### src/rtl/twr_pkg.sv
package twr_pkg;
   localparam int BYTE_W = 8;
   typedef enum logic [3:0] {
      ST_IDLE, ST_DEV, ST_ADR_HI, ST_ADR_LO, ST_WR_HI, ST_WR_LO,
      ST_RD_HI, ST_RD_LO, ST_SKIP
   } twr_state_e;
endpackage

### src/rtl/twr_sync.sv
module twr_sync #(
   parameter int W      = 2,
   parameter int STAGES = 2
) (
   input  logic         clk,
   input  logic         rst_n,
   input  logic [W-1:0] d,
   output logic [W-1:0] q,
   output logic [W-1:0] q_prev
);
   logic [W-1:0] chain [STAGES];

   generate
      for (genvar s = 0; s < STAGES; s++) begin : g_stage
         if (s == 0) begin : g_first
            always_ff @(posedge clk or negedge rst_n)
               if (!rst_n) chain[s] <= '1;
               else        chain[s] <= d;
         end else begin : g_next
            always_ff @(posedge clk or negedge rst_n)
               if (!rst_n) chain[s] <= '1;
               else        chain[s] <= chain[s-1];
         end
      end
   endgenerate

   always_ff @(posedge clk or negedge rst_n)
      if (!rst_n) q_prev <= '1;
      else        q_prev <= chain[STAGES-1];

   assign q = chain[STAGES-1];
endmodule

### src/rtl/twr_cond.sv
module twr_cond (
   input  logic scl_now,
   input  logic scl_old,
   input  logic sda_now,
   input  logic sda_old,
   output logic scl_rise,
   output logic scl_fall,
   output logic start_c,
   output logic stop_c
);
   always_comb begin
      scl_rise = scl_now & ~scl_old;
      scl_fall = ~scl_now & scl_old;
      start_c  = scl_now & scl_old & sda_old & ~sda_now;
      stop_c   = scl_now & scl_old & ~sda_old & sda_now;
   end
endmodule

### src/rtl/twr_engine.sv
module twr_engine
   import twr_pkg::*;
#(
   parameter logic [6:0] DEV_ADDR = 7'h48,
   parameter int         AW       = 16,
   parameter int         DW       = 16
) (
   input  logic          clk,
   input  logic          rst_n,
   input  logic          scl_rise,
   input  logic          scl_fall,
   input  logic          start_c,
   input  logic          stop_c,
   input  logic          sda_s,
   output logic          sda_oe,
   output logic [AW-1:0] reg_addr,
   output logic [DW-1:0] reg_wdata,
   output logic          reg_we,
   output logic          reg_re,
   input  logic [DW-1:0] reg_rdata
);
   localparam int CNT_W = $clog2(BYTE_W + 1);

   twr_state_e         state;
   logic [CNT_W-1:0]   cnt;
   logic               in_ack, rd_dir, mack;
   logic [BYTE_W-1:0]  sh, tx, rd_lo;
   logic               accept, tx_state, active;

   always_comb begin
      tx_state = (state == ST_RD_HI) || (state == ST_RD_LO);
      active   = (state != ST_IDLE) && (state != ST_SKIP);
      case (state)
         ST_DEV:                                     accept = (sh[7:1] == DEV_ADDR);
         ST_ADR_HI, ST_ADR_LO, ST_WR_HI, ST_WR_LO:   accept = 1'b1;
         default:                                    accept = 1'b0;
      endcase
   end

   always_ff @(posedge clk or negedge rst_n) begin
      if (!rst_n) begin
         state <= ST_IDLE; cnt <= '0; in_ack <= 1'b0; rd_dir <= 1'b0; mack <= 1'b0;
         sh <= '0; tx <= '0; rd_lo <= '0; sda_oe <= 1'b0;
         reg_addr <= '0; reg_wdata <= '0; reg_we <= 1'b0; reg_re <= 1'b0;
      end else begin
         reg_we <= 1'b0;
         reg_re <= 1'b0;
         if (start_c) begin
            state <= ST_DEV; cnt <= '0; in_ack <= 1'b0; sda_oe <= 1'b0;
         end else if (stop_c) begin
            state <= ST_IDLE; cnt <= '0; in_ack <= 1'b0; sda_oe <= 1'b0;
         end else if (active && scl_rise) begin
            if (in_ack) mack <= ~sda_s;
            else if (cnt < CNT_W'(BYTE_W)) begin
               sh  <= {sh[BYTE_W-2:0], sda_s};
               cnt <= cnt + 1'b1;
            end
         end else if (active && scl_fall) begin
            if (!in_ack && cnt == CNT_W'(BYTE_W)) begin
               in_ack <= 1'b1;
               if (tx_state) sda_oe <= 1'b0;
               else begin
                  sda_oe <= accept;
                  case (state)
                     ST_DEV:    begin rd_dir <= sh[0]; reg_re <= accept & sh[0]; end
                     ST_ADR_HI: reg_addr[AW-1 -: BYTE_W]  <= sh;
                     ST_ADR_LO: reg_addr[BYTE_W-1:0]      <= sh;
                     ST_WR_HI:  reg_wdata[DW-1 -: BYTE_W] <= sh;
                     ST_WR_LO:  reg_wdata[BYTE_W-1:0]     <= sh;
                     default:   ;
                  endcase
                  if (!accept) state <= ST_SKIP;
               end
            end else if (in_ack) begin
               in_ack <= 1'b0;
               cnt    <= '0;
               sda_oe <= 1'b0;
               case (state)
                  ST_DEV: if (rd_dir) begin
                     state  <= ST_RD_HI;
                     tx     <= reg_rdata[DW-1 -: BYTE_W];
                     rd_lo  <= reg_rdata[BYTE_W-1:0];
                     sda_oe <= ~reg_rdata[DW-1];
                  end else state <= ST_ADR_HI;
                  ST_ADR_HI: state <= ST_ADR_LO;
                  ST_ADR_LO: state <= ST_WR_HI;
                  ST_WR_HI:  state <= ST_WR_LO;
                  ST_WR_LO:  begin reg_we <= 1'b1; state <= ST_SKIP; end
                  ST_RD_HI: if (mack) begin
                     state  <= ST_RD_LO;
                     tx     <= rd_lo;
                     sda_oe <= ~rd_lo[BYTE_W-1];
                  end else state <= ST_SKIP;
                  default:   state <= ST_SKIP;
               endcase
            end else if (tx_state && cnt != '0) begin
               sda_oe <= ~tx[3'(BYTE_W - 1) - cnt[2:0]];
            end
         end
      end
   end
endmodule

### src/rtl/twr_slave.sv
module twr_slave #(
   parameter logic [6:0] DEV_ADDR    = 7'h48,
   parameter int         AW          = 16,
   parameter int         DW          = 16,
   parameter int         SYNC_STAGES = 2
) (
   input  logic          clk,
   input  logic          rst_n,
   input  logic          scl_i,
   input  logic          sda_i,
   output logic          sda_oe,
   output logic [AW-1:0] reg_addr,
   output logic [DW-1:0] reg_wdata,
   output logic          reg_we,
   output logic          reg_re,
   input  logic [DW-1:0] reg_rdata
);
   if (AW != 2 * twr_pkg::BYTE_W) begin : g_bad_aw
      $error("twr_slave: AW must be two bytes");
   end
   if (DW != 2 * twr_pkg::BYTE_W) begin : g_bad_dw
      $error("twr_slave: DW must be two bytes");
   end
   if (SYNC_STAGES < 2) begin : g_bad_sync
      $error("twr_slave: SYNC_STAGES must be at least 2");
   end

   logic [1:0] ln_now, ln_old;
   logic       scl_rise, scl_fall, start_c, stop_c;

   twr_sync #(.W(2), .STAGES(SYNC_STAGES)) u_sync (
      .clk(clk), .rst_n(rst_n), .d({scl_i, sda_i}), .q(ln_now), .q_prev(ln_old)
   );

   twr_cond u_cond (
      .scl_now(ln_now[1]), .scl_old(ln_old[1]),
      .sda_now(ln_now[0]), .sda_old(ln_old[0]),
      .scl_rise(scl_rise), .scl_fall(scl_fall), .start_c(start_c), .stop_c(stop_c)
   );

   twr_engine #(.DEV_ADDR(DEV_ADDR), .AW(AW), .DW(DW)) u_eng (
      .clk(clk), .rst_n(rst_n),
      .scl_rise(scl_rise), .scl_fall(scl_fall), .start_c(start_c), .stop_c(stop_c),
      .sda_s(ln_now[0]), .sda_oe(sda_oe),
      .reg_addr(reg_addr), .reg_wdata(reg_wdata),
      .reg_we(reg_we), .reg_re(reg_re), .reg_rdata(reg_rdata)
   );
endmodule

### config.mk
export PLATFORM = sky130hd
export DESIGN_NAME = twr_slave
export DESIGN_NICKNAME = d
export VERILOG_FILES = /design/src/rtl/twr_pkg.sv /design/src/rtl/twr_sync.sv /design/src/rtl/twr_cond.sv /design/src/rtl/twr_engine.sv /design/src/rtl/twr_slave.sv
export SDC_FILE = /design/constraint.sdc
export NUM_CORES = 1
export LEC_CHECK = 0
export BUFFER_PORTS_ARGS = -buffer_cell sky130_fd_sc_hd__clkbuf_2
export CAP_MARGIN = 10
export CORE_MARGIN = 1.5
export CORE_UTILIZATION = 54
export DETAILED_ROUTE_END_ITERATION = 10
export PLACE_DENSITY = 0.76
export SYNTH_ARGS = -nofsm -noshare
export SYNTH_HDL_FRONTEND = slang
export SYNTH_SLANG_ARGS = --single-unit
### constraint.sdc
create_clock -name clk -period 6.5 [get_ports clk]
set_input_delay 1.3 -clock clk [delete_from_list [all_inputs] [get_ports clk]]
set_output_delay 1.3 -clock clk [all_outputs]
set_load 0.01 [all_outputs]
==> results.yml, run 1 <==
synth:
  yosysWarningCount: 0
  syn-cell-area_sq_um: 3400
  synth_top_cells_by_count: "dfrtp_1 (70), nand2_1 (43), mux2_2 (42)"
  synth-edff-count: 0
  synth_top_area_share_pct: 51.5
  synthDistinctLibCells: 51
  synth_area_leader_cell: "dfrtp_1"
  synth_area_leaders: "dfrtp_1 (52%), mux2_2 (14%), nand2_1 (4.7%), dfstp_2 (4.6%), mux2i_1 (3.8%)"
  synth-async-reset-ratio_pct: 100
  ys_seq_area_share_pct: 56.2
  syn_inst: 285
  synth_most_common_cell: "dfrtp_1"
  ys_ff_latch: 76
  postSynthAreaPerCell_sq_um: 11.9
  synthFlopType: "dfrtp_1"
  syn_nets: 307
pwr:
  power_leakage_nw: 1.88
  p_comb_share_pct: 4.0
  netSwitchingFraction_pct: 21.7
  power_frac_seq_pct: 54.8
  p_sw_w: 0.000197
  p_clk_share_pct: 41.2
  max-vdd-ir-drop_mv: 0.196
  power.total_w: 0.000911
  power_density_nw_per_um2: 232
  internal_power_w: 0.000714
clocking:
  htree_levels: 3
  worstSkewPairLatency_ns: 0.34
  cts_inserted_buffers: 9
  clockRootBuffer: "clkbuf_8"
  holdBufCountCts: 0
  cts_tree: "built"
  path_clk_slew_ns: 0.08
  post_cts_resized: 0
  clock_sinks: 76
  cts_setup_buffers: 0
  cts.path.max_buffers: 2
detailed_routing:
  drt_iter0_drc: 131
  drc: 0
  via_count: 2321
  totalWireLength_mm: 6.61
  via_per_inst: 5.55
  drt-pass1-iter-count: 4
  antenna_left: 0
  drt-wirelength-per-cell_um: 15.8
outcome:
  status: "completed"
placement:
  gp_congestion: 0.903
  dpl.hpwl_mm: 4.64
  numPortBuffers: 54
  pre_cts_slack_ns: 4.09
worst_setup_path:
  rr_startpoint: "u_eng.cnt[0]$_DFFE_PN0P_"
  critPathArrivalTime_ns: 2.64
  worstReg2RegEnd: "u_eng.reg_addr[13]$_DFFE_PN0P_"
  setup.worst_path.start_class: "register"
  reg2reg_slack_ns: 4.09
  path_class: "register to register"
  cp_slowest_cell: "or4b_4"
  reg2reg_depth: 5
  crit_path_end_kind: "register"
  critPathMaxStageDelay_ns: 0.62
  path_max_fanout: 9
  cp-endpoint: "u_eng.reg_addr[13]$_DFFE_PN0P_"
  crit_start: "u_eng.cnt[0]$_DFFE_PN0P_"
  path_cells: "or4b_4, nor2_4, nand2_4, nor4_4, mux2_2"
  worstPathRequired_ns: 6.72
die:
  fp.dieArea_sq_um: 6780
  fp.dieH_um: 82.3
  start_util_pct: 56.7
  coreArea_sq_um: 5990
  die_x_um: 82.3
  io_pins: 55
  rows: 28
global_routing:
  grt_remaining_overflow: 0
  grt_max_degree: 77
  antenna_found_initial: 0
  use_met2_pct: 32.0
  track_usage_pct: 21.5
  grt_pass1_vias: 2211
  met1_usage_pct: 31.5
  use_met3_pct: 3.96
  grt_pass1_wl_mm: 10.7
  top_usage_layer: "met2"
sta:
  fmax_mhz: 414
  tightest_slew_ns: 0.920
  final_max_slew_viol_count: 0
  fin_crit_sh_pct: 37.1
  setup-violations-final: 0
  skew_ns: 0.00928
  slew_headroom_pct: 38.7
  rsz0062_at_grt: "false"
  final_hold_viol_count: 0
  worst_slack_ns: 4.09
  fin_crit_ns: 2.41
  fin_tns_setup_ns: 0
cells_and_area:
  final_util_pct: 65.6
  syn2layout_area_growth_pct: 15.6
  fin_nets: 361
  antenna_cells: 0
  drive_above_1_share_pct: 37.6
  n_fill_cell: 474
hold_path:
  worstHoldPathCells: 0
  hp-class: "register to register"
run:
  drv_cap: 0
[cells in the final DEF (no fill, tap or decap), types with 3 or more instances in the layout]
master    synthesis  final
mux2_2           42     42
dfrtp_1          70     70
clkbuf_2          0     53
dfstp_2           6      6
o21ai_0          18     18
nand3_1           3      3
inv_1             5      5
nand2b_1          5      5
mux2i_1          13     13
nor2_1           12     12
nand2_1          43     43
buf_4             0      3
clkbuf_8          0      9
nor3_1            4      4
a21oi_1           5      5
o31ai_1           3      3
[logic make-up (layout without fill, tap and decap cells)]
| group | Yosys count | count (layout) | share of synthesized area [%] |
|---|---|---|---|
| AO/OA/AOI/OAI | 38 | 38 | 6.89 |
| flip-flops | 76 | 76 | 56.2 |
| adder cells (fa/ha/maj) | 2 | 2 | 0.736 |
| buffers and inverters | 18 | 76 | 2.36 |
| AND/OR/NAND/NOR | 93 | 93 | 15.3 |
| multiplexers | 55 | 55 | 17.7 |
| XOR/XNOR | 3 | 3 | 0.773 |
[how the worst min path moves through the flow]
stage	slack, ns	end	startpoint
3_5_place_dp	0.35	u_sync.q[0]$_DFF_PN1_	u_sync.chain[2]$_DFF_PN1_
4_1_cts	0.36	u_sync.q[0]$_DFF_PN1_	u_sync.chain[2]$_DFF_PN1_
6_report	0.36	u_sync.q[1]$_DFF_PN1_	u_sync.chain[3]$_DFF_PN1_
5_1_grt	0.36	u_sync.q[1]$_DFF_PN1_	u_sync.chain[3]$_DFF_PN1_
2_1_floorplan	0.35	u_sync.q[0]$_DFF_PN1_	u_sync.chain[2]$_DFF_PN1_
3_3_place_gp	0.35	u_sync.q[0]$_DFF_PN1_	u_sync.chain[2]$_DFF_PN1_
[state kept, by name, indices dropped and copies added, names as in the netlist]
| signal | count |
|---|---|
| u_eng.sda_oe | 1 |
| u_eng.rd_dir | 1 |
| u_eng.state | 4 |
| u_eng.reg_addr | 16 |
| u_sync.q | 2 |
| u_sync.chain | 2 |
| u_sync.q_prev | 2 |
| u_eng.cnt | 4 |
| u_eng.sh | 8 |
| u_eng.in_ack | 1 |
| u_eng.reg_re | 1 |
| u_eng.tx | 8 |
| u_eng.rd_lo | 8 |
| u_eng.reg_wdata | 16 |
| u_eng.reg_we | 1 |
| u_eng.mack | 1 |
[worst max-delay path, delay by kind of cell (launching register included)]
kind | cells | cell delay, ns
AND/OR/NAND/NOR | 4 | 1.41
multiplexers | 1 | 0.41
flip-flops | 1 | 0.49
[layout make-up]
| cell class | count | area (sq um) | share of cell area (%) |
|---|---|---|---|
| Multi-Input combinational cell | 191 | 1420 | 36.0 |
| Clock buffer | 11 | 131 | 3.34 |
| Clock inverter | 4 | 73.8 | 1.88 |
| Tap cell | 75 | 93.8 | 2.39 |
| Inverter | 5 | 18.8 | 0.478 |
| Timing Repair Buffer | 56 | 288 | 7.32 |
| Sequential cell | 76 | 1910 | 48.6 |
[layer usage]
layer / up-vias / part of all wire [%]
met5: - / 0
met4: 0 / 0.77
met3: 6 / 4.1
met2: 60 / 46
met1: 1138 / 49
li1: 1117 / -
[power groups by stage]
stage	Combinational (W)	Clock [W]	Sequential (W)
2_1_floorplan	0.0000238	0	0.000500
3_3_place_gp	0.0000367	0	0.000507
3_5_place_dp	0.0000377	0	0.000508
4_1_cts	0.0000378	0.000385	0.000498
5_1_grt	0.0000431	0.000406	0.000501
6_report	0.0000367	0.000375	0.000499
[metrics by stage]
stage,hold WS [ns],cell area [sq um],instances
6_report,0.357,3930,418
5_1_grt,0.362,3930,418
4_1_cts,0.360,3930,418
3_5_place_dp,0.349,3720,403
3_3_place_gp,0.346,3720,403
2_1_floorplan,0.345,3400,285
No activity file was read; power rests on OpenSTA's default activity.
==> inputs of run 2 (changes only) <==
Settings changed: ABC_AREA set to 1, PLACE_DENSITY 0.76 to 0.75.
Clock period 6.5 ns to 2.45 ns, I/O delays scaled along.
==> run 2 against run 1 <==
Compared with the run above:
- sequential share of layout area shrank 2.8 points
- power grew to 2.8 times the previous value
- utilization shrank 0.99 points
- largest power group unchanged
- first-iteration DRC count grew 53%
- combinational power grew to 5.2 times the previous value
- die area grew 7.4%
- cell count grew 30%
- register-to-register slack lost 3.6 ns
- area after synthesis grew 7.7%
==> results.yml, run 2 <==
cells_and_area:
  final_cell_mix: "nand2_1 (108), dfrtp_1 (70), clkbuf_2 (53)"
  stdcell_area_sq_um: 4170
  final_common_cell: "nand2_1"
  top_regs: "u_eng.reg_addr: 16 flops, u_eng.reg_wdata: 16 flops"
  drive_above_1_share_pct: 27.2
  antenna_cells: 0
  syn2layout_area_growth_pct: 14.1
  fin_nets: 484
  final_cells: 544
  final_util_pct: 64.6
die:
  start_util_pct: 56.6
  fp.dieArea_sq_um: 7280
  fp.dieH_um: 85.3
  io_pins: 55
  rows: 29
  die_x_um: 85.3
  coreArea_sq_um: 6460
placement:
  pre_cts_slack_ns: 0.531
  numPortBuffers: 54
  dpl_cell_area_sq_um: 3960
  dpl.hpwl_mm: 5.39
  gp_congestion: 0.931
  dpl.cell_count: 528
sta:
  final_hold_viol_count: 0
  fin_tns_setup_ns: 0
  slew_headroom_pct: 62.1
  worst_slack_ns: 0.499
  fin_crit_sh_pct: 79.6
  fin_crit_ns: 1.95
  setup-violations-final: 0
  rsz0062_at_grt: "false"
  tightest_slew_ns: 0.568
  fmax_mhz: 513
  skew_ns: 0.00766
  final_max_slew_viol_count: 0
synth:
  synth_top_cells_by_count: "nand2_1 (108), dfrtp_1 (70), inv_1 (46)"
  synthDistinctLibCells: 35
  synthFlopType: "dfrtp_1"
  synth_top_area_share_pct: 47.9
  synth_most_common_cell: "nand2_1"
  syn_inst: 407
  postSynthAreaPerCell_sq_um: 8.99
  syn-cell-area_sq_um: 3660
  syn_nets: 429
  yosysWarningCount: 0
  ys_ff_latch: 76
  synth-edff-count: 0
  synth_area_leaders: "dfrtp_1 (48%), nand2_1 (11%), inv_1 (4.7%), dfstp_2 (4.3%), o21ai_2 (4.3%)"
  synth_area_leader_cell: "dfrtp_1"
  ys_seq_area_share_pct: 52.2
  synth-async-reset-ratio_pct: 100
detailed_routing:
  drt-wirelength-per-cell_um: 13.7
  via_count: 2784
  via_per_inst: 5.12
  drt-pass1-iter-count: 4
  totalWireLength_mm: 7.46
  drt_iter0_drc: 200
  drc: 0
  antenna_left: 0
hold_path:
  hp-class: "input pin to async pin"
worst_setup_path:
  cp_slowest_cell: "dfrtp_1"
  critPathArrivalTime_ns: 2.17
  reg2reg_slack_ns: 0.50
  critPathBufInv: 0
  worstReg2RegEnd: "u_eng.rd_lo[2]$_DFFE_PN0P_"
  path_cells: "nand2_1, nor2_2, nand4_2, nor2_1, a21oi_1"
  path_max_fanout: 16
  reg2reg_depth: 5
  rr_startpoint: "u_eng.state[0]$_DFFE_PN0P_"
  cp_top_family: "simple AND/OR/NAND/NOR gates"
  crit_path_end_kind: "register"
  critPathMaxStageDelay_ns: 0.71
  path_class: "register to register"
  setup.worst_path.start_class: "register"
  worstPathRequired_ns: 2.67
clocking:
  htree_levels: 3
  holdBufCountCts: 0
  cts_inserted_buffers: 9
  clock_sinks: 76
  cts_tree: "built"
  post_cts_resized: 0
  cts.path.max_buffers: 2
  cts_setup_buffers: 0
  worstSkewPairLatency_ns: 0.34
  path_clk_slew_ns: 0.08
  clockRootBuffer: "clkbuf_8"
global_routing:
  track_usage_pct: 22.7
  grt_pass1_wl_mm: 12.6
  grt_remaining_overflow: 0
  grt_max_degree: 42
  grt_pass1_vias: 2592
  antenna_found_initial: 0
outcome:
  status: "completed"
pwr:
  power_density_nw_per_um2: 603
  power_leakage_nw: 2.19
  max-vdd-ir-drop_mv: 0.430
run:
  drv_cap: 0
run 2: worst max path at each step:
stage	from	to	slack [ns]	cells after the start
after floorplan	u_eng.cnt[0]$_DFFE_PN0P_	u_eng.reg_wdata[3]$_DFFE_PN0P_	0.92	8
after global placement	u_eng.state[0]$_DFFE_PN0P_	u_eng.rd_lo[4]$_DFFE_PN0P_	0.53	5
after detailed placement	u_eng.state[0]$_DFFE_PN0P_	u_eng.rd_lo[6]$_DFFE_PN0P_	0.53	5
after CTS	u_eng.state[0]$_DFFE_PN0P_	u_eng.rd_lo[6]$_DFFE_PN0P_	0.50	5
after global routing	u_eng.state[0]$_DFFE_PN0P_	u_eng.rd_lo[1]$_DFFE_PN0P_	0.33	5
final	u_eng.state[0]$_DFFE_PN0P_	u_eng.rd_lo[2]$_DFFE_PN0P_	0.50	5
run 2: cell type report:
type | instances | area, sq um
Fill cell | 556 | 2290
Inverter | 51 | 194
Tap cell | 77 | 96.3
Timing Repair Buffer | 55 | 293
Clock inverter | 5 | 58.8
Clock buffer | 11 | 151
Sequential cell | 76 | 1910
Multi-Input combinational cell | 269 | 1470
run 2: kinds of logic after synthesis:
group | synth area share, %
fa+ha+maj | 0.684
simple gates | 26.2
xor+xnor | 0.239
flops | 52.2
compound gates | 13.1
buf+inv | 7.63
run 2: per-stage QoR:
step / total power [W] / hold slack (ns)
floorplan: 0.00147 / 0.194
detailed placement: 0.00155 / 0.352
global route: 0.00263 / 0.109
finish: 0.00252 / 0.0827
global placement: 0.00154 / 0.346
CTS: 0.00254 / 0.0944
run 2: metal layers:
| layer | vias up | share of wire [%] | GRT usage (%) |
|---|---|---|---|
| li1 | 1420 | - | - |
| met1 | 1290 | 51 | 34.3 |
| met2 | 69 | 43 | 32.3 |
| met3 | 5 | 4.9 | 4.96 |
| met4 | 0 | 0.76 | 7.92 |
| met5 | - | 0 | 0 |
run 2: power breakdown:
group	total, W	switching, W	internal (W)
Clock	0.000989	0.000461	0.000528
Combinational	0.000192	0.000131	0.0000609
Sequential	0.00134	0.0000456	0.00129
